File: config.mk
export PLATFORM = sky130hd
export DESIGN_NAME = fg_grader
export DESIGN_NICKNAME = d
export VERILOG_FILES = /design/src/rtl/fg_pkg.sv /design/src/rtl/fg_cut.sv /design/src/rtl/fg_golden.sv /design/src/rtl/fg_undq.sv /design/src/rtl/fg_grader.sv
export SDC_FILE = /design/constraint.sdc
export NUM_CORES = 1
export LEC_CHECK = 0
export BUFFER_PORTS_ARGS = -buffer_cell sky130_fd_sc_hd__buf_2
export CAP_MARGIN = 20
export CORE_ASPECT_RATIO = 0.6
export CORE_MARGIN = 1.5
export CORE_UTILIZATION = 32
export CTS_CLUSTER_DIAMETER = 200
export CTS_CLUSTER_SIZE = 14
export DETAILED_ROUTE_END_ITERATION = 8
export PLACE_DENSITY = 0.49
export SYNTH_ARGS = -nofsm -noshare
export SYNTH_HDL_FRONTEND = slang
export SYNTH_SLANG_ARGS = --single-unit
File: constraint.sdc
create_clock -name clk -period 3.21 [get_ports clk]
set_input_delay 0.642 -clock clk [delete_from_list [all_inputs] [get_ports clk]]
set_output_delay 0.642 -clock clk [all_outputs]
set_load 0.02 [all_outputs]
File: src/rtl/fg_pkg.sv
package fg_pkg;
    localparam int VEC_W     = 4;
    localparam int OUT_W     = 2;
    localparam int SITE_W    = 3;
    localparam int FAULT_W   = SITE_W + 1;
    localparam logic [SITE_W-1:0] SITE_NONE = '1;

    typedef enum logic [2:0] {
        ST_IDLE,
        ST_GOLD,
        ST_FETCH,
        ST_GRADE,
        ST_FIN
    } grade_state_e;
endpackage

File: src/rtl/fg_cut.sv
module fg_cut
    import fg_pkg::*;
(
    input  logic [VEC_W-1:0]  vec,
    input  logic [SITE_W-1:0] site,
    input  logic              stuck,
    output logic [OUT_W-1:0]  resp
);
    logic [VEC_W-1:0] in_l;
    logic             and_l;
    logic             or_l;
    logic             xor_l;

    for (genvar i = 0; i < VEC_W; i++) begin : g_in
        assign in_l[i] = (site == SITE_W'(i)) ? stuck : vec[i];
    end

    assign and_l = (site == SITE_W'(4)) ? stuck : (in_l[0] & in_l[1]);
    assign or_l  = (site == SITE_W'(5)) ? stuck : (in_l[2] | in_l[3]);
    assign xor_l = (site == SITE_W'(6)) ? stuck : (and_l ^ or_l);

    assign resp = {and_l, xor_l};
endmodule

File: src/rtl/fg_golden.sv
module fg_golden
    import fg_pkg::*;
#(
    parameter int DEPTH = 16,
    localparam int AW   = $clog2(DEPTH)
) (
    input  logic             clk,
    input  logic             we,
    input  logic [AW-1:0]    addr,
    input  logic [OUT_W-1:0] wdata,
    output logic [OUT_W-1:0] rdata
);
    logic [OUT_W-1:0] mem_q [DEPTH];

    always_ff @(posedge clk) begin
        if (we) mem_q[addr] <= wdata;
    end

    assign rdata = mem_q[addr];
endmodule

File: src/rtl/fg_undq.sv
module fg_undq #(
    parameter int DEPTH = 16,
    parameter int DW    = 4,
    localparam int AW   = $clog2(DEPTH),
    localparam int CW   = AW + 1
) (
    input  logic          clk,
    input  logic          rst_n,
    input  logic          clr,
    input  logic          push,
    input  logic [DW-1:0] din,
    input  logic          pop,
    output logic [DW-1:0] dout,
    output logic          empty
);
    typedef struct packed {
        logic [AW-1:0] wp;
        logic [AW-1:0] rp;
        logic [CW-1:0] cnt;
    } q_regs_t;

    q_regs_t       r_q, r_d;
    logic [DW-1:0] mem_q [DEPTH];
    logic          do_push, do_pop;

    assign empty   = (r_q.cnt == '0);
    assign do_pop  = pop && !empty;
    assign do_push = push && (r_q.cnt != CW'(DEPTH));
    assign dout    = mem_q[r_q.rp];

    always_comb begin
        r_d = r_q;
        if (clr) begin
            r_d = '0;
        end else begin
            if (do_push) r_d.wp = r_q.wp + 1'b1;
            if (do_pop)  r_d.rp = r_q.rp + 1'b1;
            r_d.cnt = r_q.cnt + CW'(do_push) - CW'(do_pop);
        end
    end

    always_ff @(posedge clk or negedge rst_n) begin
        if (!rst_n) r_q <= '0;
        else        r_q <= r_d;
    end

    always_ff @(posedge clk) begin
        if (do_push && !clr) mem_q[r_q.wp] <= din;
    end

    AST_FIFO_NO_OVERFLOW: assert property (@(posedge clk) disable iff (!rst_n)
        push |-> (r_q.cnt != CW'(DEPTH)));
    AST_FIFO_POP_EMPTY: assert property (@(posedge clk) disable iff (!rst_n)
        (pop && empty && !push && !clr) |=> empty);
endmodule

File: src/rtl/fg_grader.sv
module fg_grader
    import fg_pkg::*;
#(
    parameter int MAX_VEC = 16,
    parameter int MAX_FLT = 16,
    localparam int VA     = $clog2(MAX_VEC),
    localparam int FA     = $clog2(MAX_FLT)
) (
    input  logic               clk,
    input  logic               rst_n,
    input  logic               start,
    input  logic [VA:0]        vec_cnt,
    input  logic [FA:0]        flt_cnt,
    output logic [VA-1:0]      vec_addr,
    input  logic [VEC_W-1:0]   vec_data,
    output logic [FA-1:0]      flt_addr,
    input  logic [FAULT_W-1:0] flt_data,
    output logic               busy,
    output logic               rep_valid,
    output logic               rep_hit,
    output logic [FA-1:0]      rep_idx,
    output logic               done,
    output logic [FA:0]        det_count,
    output logic [FA:0]        flt_total,
    input  logic               und_pop,
    output logic               und_empty,
    output logic [FA-1:0]      und_idx
);
    typedef struct packed {
        grade_state_e       st;
        logic [VA:0]        nv;
        logic [FA:0]        nf;
        logic [VA:0]        vi;
        logic [FA:0]        fi;
        logic [FAULT_W-1:0] fault;
        logic [FA:0]        det;
        logic               rep_v;
        logic               rep_h;
        logic [FA-1:0]      rep_i;
    } ctl_regs_t;

    ctl_regs_t         r_q, r_d;
    logic [SITE_W-1:0] inj_site;
    logic              inj_stuck;
    logic [OUT_W-1:0]  cut_resp;
    logic [OUT_W-1:0]  gold_resp;
    logic              gold_we;
    logic              q_push;
    logic              q_clr;

    fg_cut u_cut (
        .vec   (vec_data),
        .site  (inj_site),
        .stuck (inj_stuck),
        .resp  (cut_resp)
    );

    fg_golden #(.DEPTH(MAX_VEC)) u_gold (
        .clk   (clk),
        .we    (gold_we),
        .addr  (r_q.vi[VA-1:0]),
        .wdata (cut_resp),
        .rdata (gold_resp)
    );

    fg_undq #(.DEPTH(MAX_FLT), .DW(FA)) u_undq (
        .clk   (clk),
        .rst_n (rst_n),
        .clr   (q_clr),
        .push  (q_push),
        .din   (r_q.fi[FA-1:0]),
        .pop   (und_pop),
        .dout  (und_idx),
        .empty (und_empty)
    );

    always_comb begin
        r_d       = r_q;
        r_d.rep_v = 1'b0;
        inj_site  = SITE_NONE;
        inj_stuck = 1'b0;
        gold_we   = 1'b0;
        q_push    = 1'b0;
        q_clr     = 1'b0;
        case (r_q.st)
            ST_IDLE: begin
                if (start) begin
                    r_d.nv  = vec_cnt;
                    r_d.nf  = flt_cnt;
                    r_d.vi  = '0;
                    r_d.fi  = '0;
                    r_d.det = '0;
                    r_d.st  = ST_GOLD;
                    q_clr   = 1'b1;
                end
            end
            ST_GOLD: begin
                if (r_q.vi == r_q.nv) begin
                    r_d.st = ST_FETCH;
                end else begin
                    gold_we = 1'b1;
                    r_d.vi  = r_q.vi + 1'b1;
                end
            end
            ST_FETCH: begin
                if (r_q.fi == r_q.nf) begin
                    r_d.st = ST_FIN;
                end else begin
                    r_d.fault = flt_data;
                    r_d.vi    = '0;
                    r_d.st    = ST_GRADE;
                end
            end
            ST_GRADE: begin
                inj_site  = r_q.fault[FAULT_W-1:1];
                inj_stuck = r_q.fault[0];
                if (r_q.vi == r_q.nv) begin
                    r_d.rep_v = 1'b1;
                    r_d.rep_h = 1'b0;
                    r_d.rep_i = r_q.fi[FA-1:0];
                    q_push    = 1'b1;
                    r_d.fi    = r_q.fi + 1'b1;
                    r_d.st    = ST_FETCH;
                end else if (cut_resp != gold_resp) begin
                    r_d.rep_v = 1'b1;
                    r_d.rep_h = 1'b1;
                    r_d.rep_i = r_q.fi[FA-1:0];
                    r_d.det   = r_q.det + 1'b1;
                    r_d.fi    = r_q.fi + 1'b1;
                    r_d.st    = ST_FETCH;
                end else begin
                    r_d.vi = r_q.vi + 1'b1;
                end
            end
            ST_FIN: begin
                r_d.st = ST_IDLE;
            end
            default: r_d.st = ST_IDLE;
        endcase
    end

    always_ff @(posedge clk or negedge rst_n) begin
        if (!rst_n) begin
            r_q    <= '0;
            r_q.st <= ST_IDLE;
        end else begin
            r_q <= r_d;
        end
    end

    assign vec_addr  = r_q.vi[VA-1:0];
    assign flt_addr  = r_q.fi[FA-1:0];
    assign busy      = (r_q.st != ST_IDLE);
    assign done      = (r_q.st == ST_FIN);
    assign rep_valid = r_q.rep_v;
    assign rep_hit   = r_q.rep_h;
    assign rep_idx   = r_q.rep_i;
    assign det_count = r_q.det;
    assign flt_total = r_q.nf;

    AST_REPORT_WHILE_BUSY: assert property (@(posedge clk) disable iff (!rst_n)
        rep_valid |-> (busy && !done));
    AST_REPORT_PULSE: assert property (@(posedge clk) disable iff (!rst_n)
        rep_valid |=> !rep_valid);
    AST_DONE_PULSE: assert property (@(posedge clk) disable iff (!rst_n)
        done |=> (!done && !busy));
    AST_COUNT_BOUND: assert property (@(posedge clk) disable iff (!rst_n)
        done |-> (det_count <= flt_total));
    AST_HIT_COUNTS: assert property (@(posedge clk) disable iff (!rst_n)
        (rep_valid && rep_hit) |-> (det_count == $past(det_count) + 1'b1));
    AST_START_IGNORED: assert property (@(posedge clk) disable iff (!rst_n)
        (busy && start) |=> $stable(flt_total));
    AST_MISS_QUEUED: assert property (@(posedge clk) disable iff (!rst_n)
        (rep_valid && !rep_hit) |-> !und_empty);
endmodule

==> summary.md, run 1 <==
| Metric | Value |
|---|---|
| TritonCTS Buffers | `17` |
| Top_reg_cell synth | `edfxtp_1` |
| FMAX | `323 MHz` |
| Antenna violations before repair | `0` |
| Clock skew | `0.0106 ns` |
| Die Wd | `193 um` |
| Most frequent cells in the layout | `edfxtp_1 (96), nand2_1 (54), buf_2 (52)` |
| Least-Margin Pin Slew | `0.626 ns` |
| Post-CTS sizing | `0` |
| Area growth, synth to finish | `15.7%` |
| Routed Antenna Nets | `0` |
| Netlist cell types | `56` |
| Starting DRT DRC Count | `442` |
| P_leak | `3.18 nW` |
| Setup ws final | `0.118 ns` |
| Peak supply drop | `0.469 mV` |
| Dpl hpwl | `11400 um` |
| Buffer levels on the longest clock path | `2` |
| Placeable Area | `21100 sq um` |
| Clock slew at reported path FFs | `0.06 ns` |
| Ant. Diodes | `0` |
| Post-Syn Nets | `558` |
| Root Driver | `clkbuf_16` |
| Pre-Repair DR Iteration Count | `4` |
| Per-cell routed wire length | `18.4 um` |
| Unrepaired setup endpoints after global routing | `false` |
| Cell count after synthesis | `518` |
| Total negative slack | `0 ns` |
| R2r startpoint | `vec_addr[0]` |
| CTS sink count | `147` |
| Reg2reg setup slack | `0.25 ns` |
| Syn avg cell area | `13.4 sq um` |
| Crit-path slowest cell | `mux4_2` |
| Vias in the first global route | `4221` |
| Later-pin clock latency in the skew report | `0.42 ns` |
| Initial core utilization | `32.9%` |
| Pwr Density | `995 nW/um^2` |
| Final Hold Vio Count | `0` |
| Fraction of layout cells with a size suffix above 1 | `25.0%` |
| CTS tree | `yes` |
| Cell mode on critical path | `mux4_2` |
| Worst Setup End Kind | `output pin` |
| Most common cell after layout, fill and taps aside | `edfxtp_1` |
| Fin crit period | `3.09 ns` |
| Delay-heaviest family, CP | `multiplexers` |
| FF-to-FF End | `det_count[4]` |
| Final wirelength | `15900 um` |
| Fill cell count | `2015` |
| Critical Path AT | `2.45 ns` |
| Worst Reg2Reg Path Length in Cells | `8` |
| Overall die height | `117 um` |
| Die area | `22700 sq um` |
| Asr flop ratio synth | `34.7%` |
| Residual DRC | `0` |
| Post-synthesis sequential area ratio | `59.8%` |
| Startpoint types | `flip-flop` |
| Total track usage | `14.8%` |
| Crit. Startpoint | `u_undq.r_q[5]` |
| # IOs | `53` |
| Ys Warns | `0` |
| Hold crit path type | `primary input to async pin` |
| Largest net degree at the start of global routing | `30` |
| Max-slew headroom | `58.0%` |
| Nets | `608` |
| Final Max Slew Viols | `0` |
| Synthesized flop and latch total | `147` |
| Critical Path Max Stage Delay | `0.63 ns` |
| Tcrit/Tclk final | `96.3%` |
| Global-route wire length before repair | `24700 um` |
| Worst setup path endpoint | `und_idx[2]` |
| Status | `finished clean` |
| Worst-path fanout max | `19` |
| Hold Buf Count CTS | `0` |
| Via count | `4255` |
| WS Path Type | `flip-flop to output pin` |
| Critical Path RT | `2.57 ns` |
| Row count | `41` |
| Number of synthesized flops with an enable pin | `96` |
| Stages on the worst setup path | `4` |
| CTS H-tree depth | `4` |
| Post-CTS Setup Bufs | `0` |
| Max cap viols | `0` |
| GPL Wtd Cong | `0.829` |
| Post-Synthesis Cell Area | `6950 sq um` |
| CP Buf/Inv Count | `2` |
| IO buf count | `52` |
| Final setup vio count | `0` |
| Gr ovfl total | `0` |
| Vias per Instance | `4.95` |
| Setup WS pre-CTS | `0.124 ns` |
| Critical path cell sequence | `buf_4 -> mux4_2 -> mux4_2 -> buf_2` |
## cell families after synthesis
| logic type | Yosys count | synth area share [%] |
|---|---|---|
| flip-flops | 147 | 59.8 |
| adder cells (fa/ha/maj) | 18 | 3.35 |
| multiplexers | 44 | 11.8 |
| AND/OR/NAND/NOR | 173 | 12.4 |
| AO/OA/AOI/OAI | 55 | 5.54 |
| XOR/XNOR | 19 | 2.39 |
| buffers and inverters | 62 | 4.71 |
## per-layer routing
metal / vias up / part of all wire (%) / global-route usage, %
met1: 2146 / 56 / 23.7
met4: 0 / 0.95 / 5.17
li1: 1986 / - / -
met3: 11 / 4.4 / 3.81
met2: 112 / 38 / 18.8
met5: - / 0 / 0
## through the flow
| stage | std cells | util, % | total power [mW] | instance area (sq um) | hold WS [ns] |
|---|---|---|---|---|---|
| 2_1_floorplan | 518 | - | 5.23 | 6960 | 0.346 |
| 3_3_place_gp | 828 | 35.4 | 6.07 | 7480 | 0.480 |
| 3_5_place_dp | 828 | 35.4 | 6.14 | 7480 | 0.491 |
| 4_1_cts | 860 | 38.1 | 8.06 | 8040 | 0.214 |
| 5_1_grt | 860 | 38.1 | 8.53 | 8050 | 0.240 |
| 6_report | 860 | 38.1 | 8.01 | 8050 | 0.195 |
## area by class of cell
class | count | area, sq um | area share (%)
clock buffers | 18 | 429 | 5.33
clock inverters | 14 | 136 | 1.69
inverters | 19 | 71.3 | 0.886
multi-input cells | 309 | 2480 | 30.8
flip-flops and latches | 147 | 4160 | 51.7
well taps | 279 | 349 | 4.34
repair buffers | 74 | 425 | 5.29
## sequential cells by signal, summed over array words and instances (netlist names)
| register | cells |
|---|---|
| det_count | 5 |
| flt_addr | 4 |
| flt_total | 5 |
| r_q | 14 |
| rep_hit | 1 |
| rep_idx | 4 |
| rep_valid | 1 |
| u_gold.mem_q | 32 |
| u_undq.mem_q | 64 |
| u_undq.r_q | 13 |
| vec_addr | 4 |
## power by group
group,leakage [nW],internal (mW),switching [mW]
sequential,1.51,2.54,0.362
combinational,1.38,1.30,1.89
clock,0.283,1.14,0.770
## worst min-delay path by stage
stage | slack [ns] | depth (start not counted) | end
6_report | 0.20 | 1 | u_undq.r_q[8]
3_5_place_dp | 0.49 | 2 | r_q[32]
3_3_place_gp | 0.48 | 2 | r_q[33]
2_1_floorplan | 0.35 | 0 | det_count[0]
4_1_cts | 0.21 | 1 | u_undq.r_q[5]
5_1_grt | 0.24 | 1 | u_undq.r_q[8]
## worst register-to-register path, delay by kind of cell, from the launching register on
family           cells  cell delay [ns]
AO/OA/AOI/OAI        3             0.74
flip-flops           1             0.61
AND/OR/NAND/NOR      4             0.92
multiplexers         1             0.63
## cells in the mapped netlist (4+ instances only)
| master | count | area, sq um |
|---|---|---|
| buf_2 | 4 | 20.0 |
| nor2_1 | 37 | 139 |
| nand3_1 | 16 | 80.1 |
| edfxtp_1 | 96 | 2880 |
| clkbuf_1 | 16 | 60.1 |
| o211ai_1 | 7 | 52.6 |
| dfrtp_1 | 51 | 1280 |
| o21ai_0 | 9 | 45.0 |
| buf_4 | 22 | 165 |
| mux2i_1 | 8 | 80.1 |
| ha_1 | 17 | 213 |
| xnor2_1 | 9 | 78.8 |
| nand2_1 | 54 | 203 |
| and2_1 | 13 | 81.3 |
| mux2_2 | 8 | 90.1 |
| mux4_2 | 22 | 495 |
| xor2_1 | 10 | 87.6 |
| a22o_1 | 4 | 35.0 |
| nor2b_1 | 5 | 31.3 |
| or4_1 | 6 | 45.0 |
| nor3_1 | 12 | 60.1 |
| inv_1 | 19 | 71.3 |
| mux4_1 | 6 | 158 |
| a21oi_1 | 15 | 75.1 |
| nand2b_1 | 7 | 43.8 |
Note: power is estimated with default switching activity, not from simulation.
==> run 2, diff against run 1 <==
- RECOVER_POWER: default -> 25
==> summary.md, run 2 (synthesis gave the netlist of run 1 again) <==
| Metric | Value |
|---|---|
| Cell mode on critical path | `mux4_2` |
| Clock skew | `0.0102 ns (-0.000422 ns)` |
| Largest register FFs | `64 (unchanged)` |
| Biggest regs | `u_undq.mem_q x64, u_gold.mem_q x32, r_q x14` |
| Initial core utilization | `32.9% (unchanged)` |
| Starting DRT DRC Count | `431 (-2.5%)` |
| # IOs | `53 (unchanged)` |
| Critical Path AT | `2.45 ns (about the same)` |
| FMAX | `324 MHz (about the same)` |
| Largest net degree at the start of global routing | `30 (unchanged)` |
| CTS sink count | `147 (unchanged)` |
| Row count | `41 (unchanged)` |
| Max-slew headroom | `15.6% (-42 points)` |
| Setup WS pre-CTS | `0.124 ns (unchanged)` |
| Die Wd | `193 um (unchanged)` |
| Pwr Density | `995 nW/um^2 (about the same)` |
| Hold crit path type | `primary input to flip-flop` |
| Global-route wire length before repair | `24700 um (unchanged)` |
| CTS tree | `yes` |
| Final Cell Area | `8030 sq um (-0.20%)` |
| WS Path Type | `flip-flop to output pin` |
| Final setup vio count | `0 (unchanged)` |
| R2r startpoint | `vec_addr[0]` |
| Final Hold Vio Count | `0 (unchanged)` |
| IO buf count | `52 (unchanged)` |
| Critical path cell sequence | `buf_4 -> mux4_2 -> mux4_2 -> buf_2` |
| Total track usage | `14.8% (unchanged)` |
| Crit. Startpoint | `u_undq.r_q[5]` |
| Overall die height | `117 um (unchanged)` |
| GRT met1 Usage | `23.7% (unchanged)` |
| Dpl hpwl | `11400 um (unchanged)` |
| Placeable Area | `21100 sq um (unchanged)` |
| Unrepaired setup endpoints after global routing | `false` |
| Buffer levels on the longest clock path | `2 (unchanged)` |
| Worst Reg2Reg Path Length in Cells | `8 (unchanged)` |
| GPL Wtd Cong | `0.829 (unchanged)` |
| Vias per Instance | `4.97 (+0.38%)` |
| Via count | `4271 (+0.38%)` |
| Peak supply drop | `0.450 mV (-4.2%)` |
| Root Driver | `clkbuf_16` |
| Final Max Slew Viols | `0 (unchanged)` |
| Total negative slack | `0 ns (unchanged)` |
| Later-pin clock latency in the skew report | `0.42 ns (about the same)` |
| Fraction of layout cells with a size suffix above 1 | `24.1% (-0.86 points)` |
| Worst-path fanout max | `19 (unchanged)` |
| FF-to-FF End | `det_count[4]` |
| Antenna violations before repair | `0 (unchanged)` |
| Post-placement cell area | `7480 sq um (unchanged)` |
| Biggest register | `u_undq.mem_q` |
| Per-cell routed wire length | `18.5 um (+0.19%)` |
| Ant. Diodes | `0 (unchanged)` |
| Met2 Use GR | `18.8% (unchanged)` |
| Worst setup path endpoint | `und_idx[2]` |
| Reg2reg setup slack | `0.23 ns (-0.02 ns)` |
| Critical Path Max Stage Delay | `0.63 ns (about the same)` |
| Fin crit period | `3.09 ns (-0.00202 ns)` |
| Residual DRC | `0 (unchanged)` |
| Nets | `608 (unchanged)` |
| Startpoint types | `flip-flop` |
| Status | `finished clean` |
| Die area | `22700 sq um (unchanged)` |
| Finished Layout Cells | `860 (unchanged)` |
| Vias in the first global route | `4221 (unchanged)` |
| Critical Path RT | `2.57 ns (about the same)` |
| Gr ovfl total | `0 (unchanged)` |
| CTS H-tree depth | `4 (unchanged)` |
| Worst Setup End Kind | `output pin` |
| Grt peak-use layer | `met1` |
| Pre-Repair DR Iteration Count | `5 (+1)` |
| Max cap viols | `0 (unchanged)` |
| Dpl cells | `828 (unchanged)` |
| Routed Antenna Nets | `0 (unchanged)` |
| Clock slew at reported path FFs | `0.06 ns (about the same)` |
| Area growth, synth to finish | `15.5%` |
| Min Hold Slack | `0.411 ns (+0.216 ns)` |
| Final wirelength | `15900 um (+0.19%)` |
| Tcrit/Tclk final | `96.3% (about the same)` |
| Crit-path slowest cell | `mux4_2` |
| Met3 Track Usage GR | `3.81% (unchanged)` |
| Least-Margin Pin Slew | `1.27 ns (+0.641 ns)` |
| TritonCTS Buffers | `17 (unchanged)` |
| P_leak | `3.16 nW (-0.59%)` |
| Setup ws final | `0.120 ns (+0.00202 ns)` |
| Most frequent cells in the layout | `edfxtp_1 (96), nand2_1 (54), dfrtp_1 (51), buf_2 (51), nor2_1 (37)` |
| Most common cell after layout, fill and taps aside | `edfxtp_1` |
## run 2: changes by cell type in the layout (fill, tap and decap cells not counted)
cell      before  now
buf_4         22   18
buf_2         52   51
clkbuf_1       1    6
## run 2: how the worst min path moves through the flow
stage | start | to | slack (ns) | cells past startpoint
2_1_floorplan | rst_n | det_count[0] | 0.35 | 0
3_3_place_gp | r_q[33] | r_q[33] | 0.48 | 2
3_5_place_dp | r_q[32] | r_q[32] | 0.49 | 2
4_1_cts | rst_n | u_undq.r_q[5] | 0.21 | 1
5_1_grt | flt_cnt[3] | flt_total[3] | 0.41 | 3
6_report | flt_cnt[2] | flt_total[2] | 0.41 | 3
## run 2: layer usage
layer	wire, um	vias to the layer above
met4	150	0
li1	-	1988
met5	0	-
met2	6100	115
met1	8830	2157
met3	806	11
## run 2: power by group
group	total [mW]	switching [mW]	internal [mW]	leakage [nW]
Clock	1.91	0.770	1.14	0.283
Sequential	2.91	0.360	2.55	1.51
Combinational	3.17	1.90	1.28	1.36
## run 2: through the flow
| step | util (%) | total power [mW] |
|---|---|---|
| final | 38.0 | 7.99 |
| after global routing | 38.0 | 8.52 |
| after CTS | 38.1 | 8.06 |
| after detailed placement | 35.4 | 6.14 |
| after global placement | 35.4 | 6.07 |
| after floorplan | - | 5.23 |
## run 2: layout make-up
type                            count  area [sq um]
Multi-Input combinational cell    309          2480
Clock inverter                     14           136
Clock buffer                       18           429
Fill cell                        2017         13100
Inverter                           19          71.3
Tap cell                          279           349
Timing Repair Buffer               74           409
Sequential cell                   147          4160
## run 2: what timing repair did
action                                  in CTS  in global routing
setup buffers                                0                  0
resized for setup                            0                  1
endpoints found under the setup margin       0                  6
hold buffers                                 0                  0
## run 2: critical path, delay by kind of cell, from the launching register on
kind	cells	cell delay [ns]
buffers and inverters	2	0.53
DFF	1	0.33
muxes	2	1.15
==> run 3, diff against run 2 <==
- CTS_BUF_LIST: default -> sky130_fd_sc_hd__clkbuf_8
==> summary.md, run 3 (synthesis gave the netlist of run 1 again) <==
| Metric | Value |
|---|---|
| Die Wd | `193 um (unchanged)` |
| Biggest regs | `u_undq.mem_q x64, u_gold.mem_q x32, r_q x14` |
| Critical Path AT | `2.41 ns (-0.04 ns)` |
| Dpl hpwl | `11400 um (unchanged)` |
| Vias in the first global route | `4204 (-0.40%)` |
| Antenna violations before repair | `0 (unchanged)` |
| Die area | `22700 sq um (unchanged)` |
| Worst-path fanout max | `19 (unchanged)` |
| Critical Path RT | `2.57 ns (about the same)` |
| Hold Buf Count CTS | `0 (unchanged)` |
| CTS H-tree depth | `4 (unchanged)` |
| Reg2reg setup slack | `0.23 ns (about the same)` |
| Final wirelength | `15800 um (-0.42%)` |
| Ant. Diodes | `0 (unchanged)` |
| Fin crit period | `3.05 ns (-0.0406 ns)` |
| FMAX | `328 MHz (+1.3%)` |
| Routed Antenna Nets | `0 (unchanged)` |
| Largest net degree at the start of global routing | `30 (unchanged)` |
| CTS tree | `yes` |
| Worst Setup End Kind | `output pin` |
| Unrepaired setup endpoints after global routing | `false` |
| Startpoint types | `flip-flop` |
| Final core utilization | `37.1% (-0.88 points)` |
| Gr ovfl total | `0 (unchanged)` |
| Clock skew | `0.0152 ns (+0.00502 ns)` |
| GPL Wtd Cong | `0.829 (unchanged)` |
| IO buf count | `52 (unchanged)` |
| Met3 Track Usage GR | `3.81% (unchanged)` |
| Nets | `608 (unchanged)` |
| Crit-path slowest cell | `mux4_2` |
| Total negative slack | `0 ns (unchanged)` |
| Cell mode on critical path | `mux4_2` |
| Met2 Use GR | `18.9% (+0.095 points)` |
| Root Driver | `clkbuf_8` |
| Critical path cell sequence | `buf_6 -> mux4_2 -> mux4_2 -> buf_2` |
| Area growth, synth to finish | `12.8%` |
| Peak supply drop | `0.327 mV (-27%)` |
| Critical Path Max Stage Delay | `0.62 ns (about the same)` |
| Final Max Slew Viols | `0 (unchanged)` |
| # IOs | `53 (unchanged)` |
| TritonCTS Buffers | `17 (unchanged)` |
| Row count | `41 (unchanged)` |
| Largest register FFs | `64 (unchanged)` |
| CP Buf/Inv Count | `2 (unchanged)` |
| FF-to-FF End | `det_count[4]` |
| Per-cell routed wire length | `18.4 um (-0.42%)` |
| Clock slew at reported path FFs | `0.08 ns (+0.02 ns)` |
| Total track usage | `14.7% (-0.14 points)` |
| Overall die height | `117 um (unchanged)` |
| Residual DRC | `0 (unchanged)` |
| Delay-heaviest family, CP | `multiplexers` |
| Worst hold start | `flt_cnt[2]` |
| Most common cell after layout, fill and taps aside | `edfxtp_1` |
| Tcrit/Tclk final | `95.0% (-1.3 points)` |
| P_leak | `3.08 nW (-2.6%)` |
| Worst Hold Depth | `3 (unchanged)` |
| Hold crit path type | `primary input to flip-flop` |
| WS Path Type | `flip-flop to output pin` |
| Fraction of layout cells with a size suffix above 1 | `24.3% (+0.17 points)` |
| Starting DRT DRC Count | `352 (-18%)` |
| Grt peak-use layer | `met1` |
| Most frequent cells in the layout | `edfxtp_1 (96), nand2_1 (54), buf_2 (51)` |
| Initial core utilization | `32.9% (unchanged)` |
| Pre-Repair DR Iteration Count | `5 (unchanged)` |
| Max cap viols | `0 (unchanged)` |
| Status | `finished clean` |
| R2r startpoint | `vec_addr[0]` |
| Global-route wire length before repair | `24600 um (-0.36%)` |
| CTS sink count | `147 (unchanged)` |
| Biggest register | `u_undq.mem_q` |
| Vias per Instance | `4.95 (-0.37%)` |
| Worst Reg2Reg Path Length in Cells | `8 (unchanged)` |
| Buffer levels on the longest clock path | `2 (unchanged)` |
| Via count | `4255 (-0.37%)` |
| Final setup vio count | `0 (unchanged)` |
| GRT met1 Usage | `23.5% (-0.19 points)` |
| Later-pin clock latency in the skew report | `0.45 ns (+0.03 ns)` |
| Pwr Density | `952 nW/um^2 (-4.4%)` |
| Final Hold Vio Count | `0 (unchanged)` |
| Worst Hold End | `flt_total[2]` |
| Fill cell count | `2040 (+1.1%)` |
| Max-slew headroom | `13.6% (-1.9 points)` |
| Placeable Area | `21100 sq um (unchanged)` |
| Least-Margin Pin Slew | `1.30 ns (+0.0290 ns)` |
[run 3: what timing repair did]
action	4_1_cts	5_1_grt
buffers inserted	0	0
endpoints found under the hold margin	0	0
resized for setup	0	3
endpoints found under the setup margin	0	8
[run 3: metrics by stage]
| stage | area, sq um | instances | power (mW) | hold slack (ns) | setup WS [ns] |
|---|---|---|---|---|---|
| 3_3_place_gp | 7480 | 828 | 6.07 | 0.480 | 0.160 |
| 2_1_floorplan | 6960 | 518 | 5.23 | 0.346 | 0.145 |
| 6_report | 7850 | 860 | 7.47 | 0.381 | 0.160 |
| 3_5_place_dp | 7480 | 828 | 6.14 | 0.491 | 0.124 |
| 5_1_grt | 7850 | 860 | 7.99 | 0.373 | 0.0409 |
| 4_1_cts | 7850 | 860 | 7.53 | 0.169 | 0.0366 |
[run 3: where the power goes]
part           switching, mW  internal [mW]
registers              0.362           2.55
logic                   1.89           1.28
clock network          0.698          0.682
total                   2.95           4.51
[run 3: tightest hold or removal path, delay by kind of cell]
family                 cells  cell delay [ns]
and+or+nand+nor            2             0.08
buffers and inverters      1             0.07
[run 3: final cells by class]
class                      count  area, sq um  share of cell area, %
sequential                   147         4160                   53.0
tap                          279          349                   4.45
timing repair buffer          74          413                   5.26
clock buffer                  17          234                   2.98
clock inverter                15          140                   1.79
inverter                      19         71.3                  0.909
multi-input combinational    309         2480                   31.6
[run 3: layer usage]
layer | part of all wire, % | vias to the layer above
met2 | 38 | 115
li1 | - | 1988
met4 | 1.2 | 0
met5 | 0 | -
met3 | 4.2 | 12
met1 | 57 | 2140
[run 3: worst max path at each step]
stage,end,start,cells past startpoint,slack (ns)
finish,und_idx[2],u_undq.r_q[5],4,0.16
global route,det_count[4],r_q[13],9,0.04
CTS,und_idx[2],u_undq.r_q[5],4,0.04
detailed placement,det_count[4],vec_data[1],10,0.12
global placement,det_count[4],vec_data[1],10,0.16
floorplan,und_idx[0],u_undq.r_q[5],4,0.15
